==> src/rtl/pcm_rx_pkg.sv <==
package pcm_rx_pkg;

  typedef enum logic [1:0] {
    FMT_RJ  = 2'b00,
    FMT_LJ  = 2'b01,
    FMT_I2S = 2'b10,
    FMT_TDM = 2'b11
  } fmt_e;

  localparam int TDM_SLOTS = 6;

  // Strobes from the frame control to the lane datapath
  typedef struct packed {
    logic       capture;
    logic       complete;
    logic       rightSide;
    logic       tdm;
    logic [2:0] slotIdx;
  } rxStrobe_t;

  function automatic logic [5:0] resToBits(input logic [1:0] code);
    case (code)
      2'b00:   return 6'd16;
      2'b01:   return 6'd20;
      2'b10:   return 6'd24;
      default: return 6'd32;
    endcase
  endfunction

  function automatic logic [31:0] signExt(input logic [31:0] x, input logic [5:0] len);
    logic [31:0] r;
    logic [5:0]  msb;
    msb = len - 6'd1;
    for (int i = 0; i < 32; i++) r[i] = (i < int'(len)) ? x[i] : x[msb[4:0]];
    return r;
  endfunction

endpackage

==> src/rtl/pcm_rx_clkgen.sv <==
module pcm_rx_clkgen
  import pcm_rx_pkg::*;
#(
  parameter int LANES    = 3,
  parameter int BCK_HALF = 4
) (
  input  logic             clk,
  input  logic             rstN,
  input  logic             masterMode,
  input  fmt_e             fmt,
  input  logic [5:0]       slotLen,
  input  logic             bckIn,
  input  logic             fsIn,
  input  logic [LANES-1:0] sdIn,
  output logic             bitTick,
  output logic             fsBit,
  output logic [LANES-1:0] sdBits,
  output logic             bckOut,
  output logic             fsOut
);
  localparam int DIV_W = (BCK_HALF > 1) ? $clog2(BCK_HALF) : 1;

  logic [DIV_W-1:0] divCnt;
  logic             divWrap, bckReg, fsMaster;
  logic [7:0]       mpos, frameBits;
  logic [1:0]       bckSync, fsSync;
  logic             bckPrev;
  logic [LANES-1:0] sdSync0, sdSync1;

  assign divWrap   = (divCnt == DIV_W'(BCK_HALF - 1));
  assign frameBits = (fmt == FMT_TDM) ? 8'(slotLen) * 8'd6 : {1'b0, slotLen, 1'b0};

  always_ff @(posedge clk) begin
    if (!rstN) begin
      divCnt <= '0;
      bckReg <= 1'b0;
      mpos   <= '0;
    end else begin
      divCnt <= divWrap ? '0 : divCnt + 1'b1;
      if (divWrap) begin
        bckReg <= ~bckReg;
        if (bckReg) mpos <= (mpos >= frameBits - 8'd1) ? 8'd0 : mpos + 8'd1;
      end
    end
  end

  always_comb begin
    case (fmt)
      FMT_TDM: fsMaster = (mpos == 8'd0);
      FMT_I2S: fsMaster = (mpos >= 8'(slotLen) - 8'd1) && (mpos <= {1'b0, slotLen, 1'b0} - 8'd2);
      default: fsMaster = (mpos < 8'(slotLen));
    endcase
  end

  always_ff @(posedge clk) begin
    if (!rstN) begin
      bckSync <= '0;
      fsSync  <= '0;
      bckPrev <= 1'b0;
      sdSync0 <= '0;
      sdSync1 <= '0;
    end else begin
      bckSync <= {bckSync[0], bckIn};
      fsSync  <= {fsSync[0], fsIn};
      bckPrev <= bckSync[1];
      sdSync0 <= sdIn;
      sdSync1 <= sdSync0;
    end
  end

  assign bitTick = masterMode ? (divWrap && !bckReg) : (bckSync[1] && !bckPrev);
  assign fsBit   = masterMode ? fsMaster : fsSync[1];
  assign sdBits  = sdSync1;
  assign bckOut  = masterMode & bckReg;
  assign fsOut   = masterMode & fsMaster;

  // master frame sync only moves together with a falling bit clock
  assert_fs_on_fall_R1: assert property (@(posedge clk) disable iff (!rstN)
    masterMode && $stable(masterMode) && $stable(fmt) && $stable(slotLen) && !$stable(fsOut)
      |-> $fell(bckOut));

endmodule

==> src/rtl/pcm_rx_ctrl.sv <==
module pcm_rx_ctrl
  import pcm_rx_pkg::*;
(
  input  logic       clk,
  input  logic       rstN,
  input  logic       bitTick,
  input  logic       fsBit,
  input  fmt_e       fmt,
  input  logic [5:0] slotLen,
  input  logic [5:0] dataLen,
  output rxStrobe_t  strobe
);
  logic       fsPrev, pendI2S, actReg, rightReg;
  logic [5:0] posReg;
  logic [2:0] slotReg;

  logic       edgeSeen, start, curAct, curRight, inWindow, lastBit;
  logic [5:0] curPos;
  logic [2:0] curSlot;

  assign edgeSeen = (fmt == FMT_TDM) ? (fsBit & ~fsPrev) : (fsBit ^ fsPrev);
  assign start    = (fmt == FMT_I2S) ? pendI2S : edgeSeen;
  assign curRight = start ? ((fmt == FMT_I2S) ? fsBit : ~fsBit) : rightReg;

  always_comb begin
    curAct  = 1'b0;
    curPos  = posReg;
    curSlot = slotReg;
    if (start) begin
      curAct  = 1'b1;
      curPos  = '0;
      curSlot = '0;
    end else if (actReg) begin
      if (posReg == slotLen - 6'd1) begin
        if (fmt == FMT_TDM && slotReg < 3'(TDM_SLOTS - 1)) begin
          curAct  = 1'b1;
          curPos  = '0;
          curSlot = slotReg + 3'd1;
        end
      end else begin
        curAct = 1'b1;
        curPos = posReg + 6'd1;
      end
    end
  end

  always_comb begin
    if (fmt == FMT_RJ) begin
      inWindow = (curPos >= slotLen - dataLen);
      lastBit  = (curPos == slotLen - 6'd1);
    end else begin
      inWindow = (curPos < dataLen);
      lastBit  = (curPos == dataLen - 6'd1);
    end
  end

  always_ff @(posedge clk) begin
    if (!rstN) begin
      fsPrev   <= 1'b0;
      pendI2S  <= 1'b0;
      actReg   <= 1'b0;
      rightReg <= 1'b0;
      posReg   <= '0;
      slotReg  <= '0;
    end else if (bitTick) begin
      fsPrev   <= fsBit;
      pendI2S  <= edgeSeen && (fmt == FMT_I2S);
      actReg   <= curAct;
      rightReg <= curRight;
      posReg   <= curPos;
      slotReg  <= curSlot;
    end
  end

  assign strobe.capture   = bitTick & curAct & inWindow;
  assign strobe.complete  = bitTick & curAct & lastBit;
  assign strobe.rightSide = curRight;
  assign strobe.tdm       = (fmt == FMT_TDM);
  assign strobe.slotIdx   = curSlot;

  // a sample only finishes on a bit that is also taken into the word
  assert_complete_captures_R8: assert property (@(posedge clk) disable iff (!rstN)
    strobe.complete |-> strobe.capture);

  // time-division slot index stays within the six channels
  assert_tdm_slot_range_R9: assert property (@(posedge clk) disable iff (!rstN)
    strobe.capture && strobe.tdm |-> strobe.slotIdx < 3'(TDM_SLOTS));

endmodule

==> src/rtl/pcm_rx_datapath.sv <==
module pcm_rx_datapath
  import pcm_rx_pkg::*;
#(
  parameter int LANES = 3
) (
  input  logic               clk,
  input  logic               rstN,
  input  rxStrobe_t          strobe,
  input  logic [LANES-1:0]   sdBits,
  input  logic [5:0]         dataLen,
  output logic [LANES-1:0]   sampleValid,
  output logic [LANES*3-1:0] sampleChan,
  output logic [LANES*32-1:0] sampleData
);
  for (genvar lane = 0; lane < LANES; lane++) begin : g_lane
    logic        laneOn, validR;
    logic [31:0] shiftReg, shiftNext, dataR;
    logic [2:0]  chanR;

    assign laneOn    = (lane == 0) || !strobe.tdm;
    assign shiftNext = {shiftReg[30:0], sdBits[lane]};

    always_ff @(posedge clk) begin
      if (!rstN) begin
        shiftReg <= '0;
        validR   <= 1'b0;
        dataR    <= '0;
        chanR    <= '0;
      end else begin
        if (strobe.capture && laneOn) shiftReg <= shiftNext;
        validR <= strobe.complete && laneOn;
        if (strobe.complete && laneOn) begin
          dataR <= signExt(shiftNext, dataLen);
          chanR <= strobe.tdm ? strobe.slotIdx : 3'(lane * 2) + {2'b00, strobe.rightSide};
        end
      end
    end

    assign sampleValid[lane]          = validR;
    assign sampleChan[lane*3 +: 3]    = chanR;
    assign sampleData[lane*32 +: 32]  = dataR;

    // strobe lasts one system clock
    assert_valid_pulse_R10: assert property (@(posedge clk) disable iff (!rstN)
      validR |=> !validR);

    // bits above the sample length copy its sign bit
    assert_sign_ext_R10: assert property (@(posedge clk) disable iff (!rstN)
      validR && $stable(dataLen) |-> ((dataR ^ {32{dataR[31]}}) >> (dataLen - 6'd1)) == 32'd0);

    if (lane > 0) begin : g_quiet
      // upper lanes stay silent in time-division mode
      assert_tdm_lane_quiet_R9: assert property (@(posedge clk) disable iff (!rstN)
        strobe.tdm && $past(strobe.tdm) |-> !validR);
    end
  end

endmodule

==> src/rtl/pcm_serial_rx.sv <==
module pcm_serial_rx
  import pcm_rx_pkg::*;
#(
  parameter int LANES    = 3,
  parameter int BCK_HALF = 4
) (
  input  logic                clk,
  input  logic                rstN,
  input  logic                masterMode,
  input  logic [1:0]          fmtSel,
  input  logic [1:0]          resSel,
  input  logic                slotWide,
  input  logic                bckIn,
  input  logic                fsIn,
  input  logic [LANES-1:0]    sdIn,
  output logic                bckOut,
  output logic                fsOut,
  output logic [LANES-1:0]    sampleValid,
  output logic [LANES*3-1:0]  sampleChan,
  output logic [LANES*32-1:0] sampleData
);
  fmt_e             fmt;
  logic [5:0]       resBits, slotLen, dataLen;
  logic             bitTick, fsBit;
  logic [LANES-1:0] sdBits;
  rxStrobe_t        strobe;

  assign fmt     = fmt_e'(fmtSel);
  assign resBits = resToBits(resSel);
  assign slotLen = (fmt == FMT_TDM) ? resBits : (slotWide ? 6'd32 : 6'd24);
  assign dataLen = (resBits > slotLen) ? slotLen : resBits;

  pcm_rx_clkgen #(.LANES(LANES), .BCK_HALF(BCK_HALF)) u_clkgen (
    .clk(clk), .rstN(rstN), .masterMode(masterMode), .fmt(fmt), .slotLen(slotLen),
    .bckIn(bckIn), .fsIn(fsIn), .sdIn(sdIn),
    .bitTick(bitTick), .fsBit(fsBit), .sdBits(sdBits), .bckOut(bckOut), .fsOut(fsOut)
  );

  pcm_rx_ctrl u_ctrl (
    .clk(clk), .rstN(rstN), .bitTick(bitTick), .fsBit(fsBit), .fmt(fmt),
    .slotLen(slotLen), .dataLen(dataLen), .strobe(strobe)
  );

  pcm_rx_datapath #(.LANES(LANES)) u_datapath (
    .clk(clk), .rstN(rstN), .strobe(strobe), .sdBits(sdBits), .dataLen(dataLen),
    .sampleValid(sampleValid), .sampleChan(sampleChan), .sampleData(sampleData)
  );

endmodule

==> config.mk <==
export PLATFORM = sky130hd
export DESIGN_NAME = pcm_serial_rx
export DESIGN_NICKNAME = d
export VERILOG_FILES = /design/src/rtl/pcm_rx_pkg.sv /design/src/rtl/pcm_rx_clkgen.sv /design/src/rtl/pcm_rx_ctrl.sv /design/src/rtl/pcm_rx_datapath.sv /design/src/rtl/pcm_serial_rx.sv
export SDC_FILE = /design/constraint.sdc
export NUM_CORES = 1
export LEC_CHECK = 0
export ABC_AREA = 1
export BUFFER_PORTS_ARGS = -buffer_cell sky130_fd_sc_hd__buf_2
export CAP_MARGIN = 40
export CORE_MARGIN = 1
export CORE_UTILIZATION = 55
export CTS_BUF_LIST = sky130_fd_sc_hd__clkbuf_2
export CTS_CLUSTER_DIAMETER = 100
export DETAILED_ROUTE_END_ITERATION = 10
export MAX_ROUTING_LAYER = met4
export PLACE_DENSITY = 0.87
export SYNTH_ARGS = -nofsm -noshare
export SYNTH_HDL_FRONTEND = slang
export SYNTH_HIERARCHICAL = 1
export SYNTH_SLANG_ARGS = --single-unit
==> constraint.sdc <==
create_clock -name clk -period 8.6 [get_ports clk]
set_clock_uncertainty 0.1 [all_clocks]
set_input_delay 1.29 -clock clk [delete_from_list [all_inputs] [get_ports clk]]
set_output_delay 1.29 -clock clk [all_outputs]
set_load 0.005 [all_outputs]
==> out/metrics.cfg, run 1 <==
[run_status]
status=finished, final reports clean

[route]
via_count=13700
drtAntennaViolNets=0
wl_per_cell_um=14.9
drcViolationCount=0
firstDrtPassIters=7
vias_per_cell=5.45
wl_um=37300
drt_iter0_markers=1359

[timing]
setup_viol=0
final.min_clock_period_ns=7.18
slew_violations=0
worst_pin_slew_ns=0.953
rsz0062_at_grt=false
max_freq_mhz=139
setup_tns_ns=0
relSlewSlack_pct=36.5
hold_viol=0
timing.final.crit_share_pct=83.5

[global_routing]
overflow=0
grt_util_met2_pct=47.1
use_met3_pct=5.36
grt_use_met1_pct=36.9
antenna_found_initial=1
grt_pass1_vias=12300
top_usage_layer=met2
grt_pass1_wl_um=58600
track_usage_pct=30.1
grt_max_degree=108

[power]
netSwitchingFraction_pct=36.2
power.internal_uw=1590
power_frac_comb_pct=23.2
powerDensity_nw_per_um2=168
power.share.clock_pct=31.7
leakage_uw=0.00718
power_frac_seq_pct=45.1
power.switching_uw=898
peakVddDrop_v=0.000110

[placement]
dp_hpwl_um=25400
io_buffers=122
gp_congestion=0.940
placed_area_um2=14200
dp_cells=2401

[cells_and_area]
area_growth_syn_to_layout_pct=9.75
finalInstanceArea_um2=14800
instances_no_fill=2508
drive_gt1_share_pct=13.8
final.fill_count=2166
fin_util_pct=62.3
nNetsFinal=2225

[critical_path]
start_kind=input port
critical_path_class=in2reg
crit_family=simple AND/OR/NAND/NOR gates
max_stage_delay_ns=0.66
path_max_fanout=74
required_ns=9.25
path_buf_inv=8
crit_path_end_kind=flop
critPathMostFrequentCell=nand2_1
worst_ep_arrival_time_ns=7.83
crit_path_top_delay_cell=nor2_4

[clock_network]
post_cts_buffers=0
root_buffer=clkbuf_2
post_cts_resized=0
hold_buffers=0
clk_latency_ns=0.90
numCtsBuffers=58
tritoncts=built
htree_num_levels=2
clock_path_buffers=3
clkTransAtPathRegs_ns=0.09
clock-sinks=234

[yosys]
synthArstFlopShare_pct=0
synth_cell_type_count=48
synth_top_cells_by_area=dfxtp_1 35%, nand2_1 15%, a21oi_1 10%
avgSynthCellArea_um2=6.68
yosysSeqAreaShare_pct=34.8
synth_top_area_share_pct=34.8
syn_area_um2=13500
synth_flop_cell=dfxtp_1
synth_edf_count=0
yosysWarnings=6
synth_largest_area_cell=dfxtp_1
synth-seq-cells=234
syn_inst=2019

[floorplan]
pin_count=123
die_area_um2=25100
num_rows=56
core_um2=23800
start_util_pct=56.8
die_w_um=159
fp.dieH_um=159

[min_path]
hold_class=reg2reg

[flow_run]
max_cap_violations=0

[worst reg2reg max path, stage by stage (launching register included)]
cell and delay (ns):
dfxtp_1 0.59, ha_1 0.33, a21oi_1 0.14, o21a_1 0.12, nand2_1 0.06, nand3_1 0.06, nand3_1 0.07, nand2_1 0.08
nand2_1 0.10, ha_1 0.32, nand2_1 0.05, o21ai_0 0.08, o21a_1 0.42, inv_1 0.19, a21oi_1 0.22, nand2_1 0.13
inv_1 0.10, ha_1 0.24, a21oi_1 0.14, nor2_1 0.06, a211oi_1 0.21, nand2_1 0.14, a21oi_4 0.14, inv_1 0.14
nor2_4 0.66, buf_4 0.65, o21ai_0 0.19, a21oi_1 0.18
[area by class of cell]
| class | count | area (um2) | area share, % |
|---|---|---|---|
| clock inverter | 23 | 155 | 1.05 |
| timing repair buffer | 136 | 736 | 4.97 |
| inverter | 279 | 1060 | 7.14 |
| sequential | 234 | 4680 | 31.7 |
| tap | 319 | 399 | 2.70 |
| antenna | 1 | 2.50 | 0.0169 |
| multi-input combinational | 1433 | 7350 | 49.7 |
| clock buffer | 83 | 415 | 2.81 |
[state kept, by name, indices dropped and copies added (netlist names), 2 cells and up]
name                        cells
u_clkgen/bckSync                2
u_clkgen/divCnt                 2
u_clkgen/fsSync                 2
u_clkgen/mpos                   8
u_clkgen/sdBits                 3
u_clkgen/sdSync0                3
u_ctrl/posReg                   6
u_ctrl/slotReg                  3
u_datapath/g_lane.chanR         8
u_datapath/g_lane.dataR        96
u_datapath/g_lane.shiftReg     93
u_datapath/g_lane.validR        2
[metal layers]
metal	share of wire (%)	wire length, um
met1	42	15600
met2	44	16600
met3	8.5	3190
met4	5.3	1960
met5	0	0
[power by group through the flow]
| stage | combinational (uW) | clock (uW) | sequential [uW] |
|---|---|---|---|
| floorplan | 442 | 0 | 1140 |
| global placement | 527 | 0 | 1140 |
| detailed placement | 543 | 0 | 1140 |
| CTS | 546 | 802 | 1120 |
| global route | 631 | 861 | 1120 |
| finish | 576 | 788 | 1120 |
[kinds of logic after synthesis]
| logic type | share of synthesized area, % |
|---|---|
| compound gates | 18.8 |
| xor+xnor | 2.25 |
| fa+ha+maj | 6.61 |
| buf+inv | 11.7 |
| flops | 34.8 |
| other cells | 0.0278 |
| simple gates | 25.9 |
[stage by stage]
stage / total power [uW] / worst slack (ns) / hold WS, ns
4_1_cts: 2470 / 1.65 / 0.317
3_5_place_dp: 1690 / 0.774 / 0.300
2_1_floorplan: 1580 / 1.38 / 0.290
3_3_place_gp: 1670 / 1.13 / 0.296
5_1_grt: 2610 / 0.791 / 0.315
6_report: 2480 / 1.42 / 0.300
[Yosys cell counts, types with 3 or more instances]
| cell type | number |
|---|---|
| o21ai_0 | 181 |
| o21ai_2 | 4 |
| o21ai_1 | 7 |
| nor2_1 | 60 |
| inv_1 | 265 |
| a21oi_2 | 5 |
| xnor2_1 | 12 |
| nand2_2 | 15 |
| dfxtp_1 | 234 |
| nand4_2 | 3 |
| nand3_2 | 6 |
| nand2_4 | 4 |
| ha_1 | 68 |
| nand3_1 | 127 |
| nor2_4 | 7 |
| nand2_1 | 556 |
| xor2_1 | 17 |
| buf_2 | 23 |
| nor2_2 | 9 |
| buf_6 | 9 |
| buf_4 | 11 |
| nand3b_1 | 6 |
| a211oi_1 | 3 |
| nor3_1 | 8 |
| a21oi_1 | 275 |
| clkbuf_1 | 57 |
| inv_2 | 12 |
| o21a_1 | 5 |
| nand4_1 | 7 |
[placed cells by master (no fill, tap or decap), drive strengths merged, types with 2 or more instances in the layout]
cell / instances
buf: 136
a21oi: 280
clkinv: 20
nor3: 9
nand2: 575
dfxtp: 234
or2: 4
xnor2: 13
nor2: 76
bufinv: 2
a21boi: 2
o21ai: 193
fa: 2
conb: 29
inv: 279
clkbuf: 83
xor2: 19
ha: 68
a211oi: 3
nand4: 10
o21a: 5
nand3b: 6
nand3: 133
[final timing paths]
path / start / end / slack (ns) / cells after the start
max: resSel[0] / u_datapath/g_lane[1].shiftReg[15] / 1.42 / 37
min: u_clkgen/sdSync0[0] / u_clkgen/sdBits[0] / 0.30 / 2
max reg2reg: u_clkgen/mpos[5] / u_datapath/g_lane[1].shiftReg[15] / 2.64 / 27
min reg2reg: u_clkgen/sdSync0[0] / u_clkgen/sdBits[0] / 0.30 / 2
Power figures use the tool's default switching activity.
==> inputs of run 2 (changes only) <==
==> constraint.sdc (replaced) <==
create_clock -name clk -period 7.3 [get_ports clk]
set_clock_uncertainty 0.1 [all_clocks]
set_input_delay 1.095 -clock clk [delete_from_list [all_inputs] [get_ports clk]]
set_output_delay 1.095 -clock clk [all_outputs]
set_load 0.005 [all_outputs]
==> run 2 against run 1 <==
Sequential power rose by 18%. Global-route usage fell by 0.15 points. Die area did not move. Wire length fell by 2.7%. Critical path type unchanged. Count of clock-buffer cells in the layout fell by 4. Setup slack got worse by 0.46 ns. Core utilization rose by 0.28 points. Final cell count rose by 0.12%.
==> out/metrics.cfg, run 2 (synthesis gave the netlist of run 1 again) <==
[run_status]
status=finished, final reports clean

[timing]
hold_viol=0  ; unchanged
final.min_clock_period_ns=6.34
worst_pin_slew_ns=0.914  ; -0.0387 ns
rsz0062_at_grt=false
max_freq_mhz=158
timing.final.crit_share_pct=86.9
slew_violations=0  ; unchanged
fin_ws_ns=0.957  ; -0.464 ns
fin_hold_ws_ns=0.272  ; -0.0281 ns
relSlewSlack_pct=38.4  ; +1.9 points
setup_viol=0  ; unchanged

[global_routing]
overflow=0  ; unchanged
grt_pass1_vias=12300  ; unchanged
grt_max_degree=117  ; +8.3%
antenna_found_initial=1  ; unchanged
grt_pass1_wl_um=58400  ; -0.34%
track_usage_pct=29.9  ; -0.15 points

[route]
via_count=13500  ; -0.94%
drcViolationCount=0  ; unchanged
drtAntennaViolNets=0  ; unchanged
wl_per_cell_um=14.5  ; -2.8%
vias_per_cell=5.40  ; -1.1%
firstDrtPassIters=8  ; +1
drt_iter0_markers=1476  ; +8.6%
wl_um=36300  ; -2.7%

[cells_and_area]
mostFrequentLayoutCells=556 x nand2_1, 275 x a21oi_1, 265 x inv_1
largest_reg_flops=96  ; unchanged
drive_gt1_share_pct=13.9  ; +0.027 points
final_common_cell=nand2_1
largestRegisters=u_datapath/g_lane.dataR: 96 flops, u_datapath/g_lane.shiftReg: 93 flops
area_growth_syn_to_layout_pct=10.2
instances_no_fill=2511  ; +0.12%
fin_util_pct=62.6  ; +0.28 points
final.fill_count=2169  ; +0.14%
regMostFlops=u_datapath/g_lane.dataR
nNetsFinal=2233  ; +0.36%

[floorplan]
start_util_pct=56.8  ; unchanged
num_rows=56  ; unchanged
die_area_um2=25100  ; unchanged
pin_count=123  ; unchanged
die_w_um=159  ; unchanged
fp.dieH_um=159  ; unchanged
core_um2=23800  ; unchanged

[clock_network]
clkTransAtPathRegs_ns=0.10  ; about the same
tritoncts=built
clock_path_buffers=3  ; unchanged
hold_buffers=0  ; unchanged
htree_num_levels=2  ; unchanged
clock-sinks=234  ; unchanged
post_cts_buffers=0  ; unchanged
numCtsBuffers=60  ; +3.4%
root_buffer=clkbuf_2
post_cts_resized=0  ; unchanged
clk_latency_ns=0.92  ; +0.02 ns

[placement]
dp_hpwl_um=25200  ; -0.64%
gp_congestion=0.937  ; -0.27%
place_ws_ns=0.175  ; -0.599 ns
dp_cells=2407  ; +0.25%
io_buffers=122  ; unchanged

[critical_path]
worst_ep_arrival_time_ns=7.07  ; -0.76 ns
start_kind=input port
max_stage_delay_ns=0.51  ; -0.15 ns
critPathMostFrequentCell=nand2_1
crit_path_end_kind=flop
crit_path_top_delay_cell=a21oi_4
critical_path_class=in2reg
path_max_fanout=116  ; +57%
required_ns=8.03  ; -1.22 ns

[flow_run]
max_cap_violations=0  ; unchanged

[power]
peakVddDrop_v=0.0000914  ; -17%
powerDensity_nw_per_um2=193  ; +15%
leakage_uw=0.00720  ; +0.34%
finalPower_uw=2870  ; +16%

[min_path]
hold_class=in2reg

## run 2: cell count changes in the layout (fill, tap and decap cells not counted), sizes merged
cell | previous run | this run
buf | 136 | 142
bufinv | 2 | 1
clkbuf | 83 | 79
clkinvlp | 1 | 0
clkinv | 20 | 23
## run 2: critical path, delay by kind of cell
kind,cells,cell delay (ns)
AO/OA/AOI/OAI,13,2.06
XOR/XNOR,1,0.21
adder cells (fa/ha/maj),4,1.01
buffers and inverters,6,1.16
AND/OR/NAND/NOR,15,1.48
## run 2: routing by layer
layer	up-vias	GRT usage, %	part of all wire, %
li1	6747	-	-
met1	6106	36.8	42
met2	591	47.0	45
met3	104	5.58	8.5
met4	0	14.9	4.5
met5	-	-	0
## run 2: final cells by class
type                       instances  area, um2  area share (%)
antenna                            1       2.50          0.0168
clock buffer                      79        395            2.66
clock inverter                    24        131           0.884
inverter                         279       1060            7.11
multi-input combinational       1433       7350            49.4
sequential                       234       4680            31.5
tap                              319        399            2.69
timing repair buffer             142        846            5.69
## run 2: per-stage QoR
step           area (um2)  TNS [ns]
2_1_floorplan       13600         0
3_3_place_gp        14200     -4.37
3_5_place_dp        14300         0
4_1_cts             14900         0
5_1_grt             14900         0
6_report            14900         0
## run 2: final timing paths
kind	slack (ns)	endpoint	start	depth (start not counted)
setup / recovery	0.96	u_datapath/g_lane[1].shiftReg[16]	fmtSel[0]	39
hold / removal	0.27	u_clkgen/sdSync0[2]	sdIn[2]	3
setup reg to reg	1.81	u_datapath/g_lane[1].shiftReg[16]	u_clkgen/mpos[5]	30
hold reg to reg	0.30	u_clkgen/sdBits[1]	u_clkgen/sdSync0[1]	2
## run 2: report_power, final
part	leakage, uW	switching (uW)	internal [uW]	total [uW]
Combinational	0.00492	492	188	681
Clock	0.000393	540	336	876
Sequential	0.00189	16.4	1300	1320
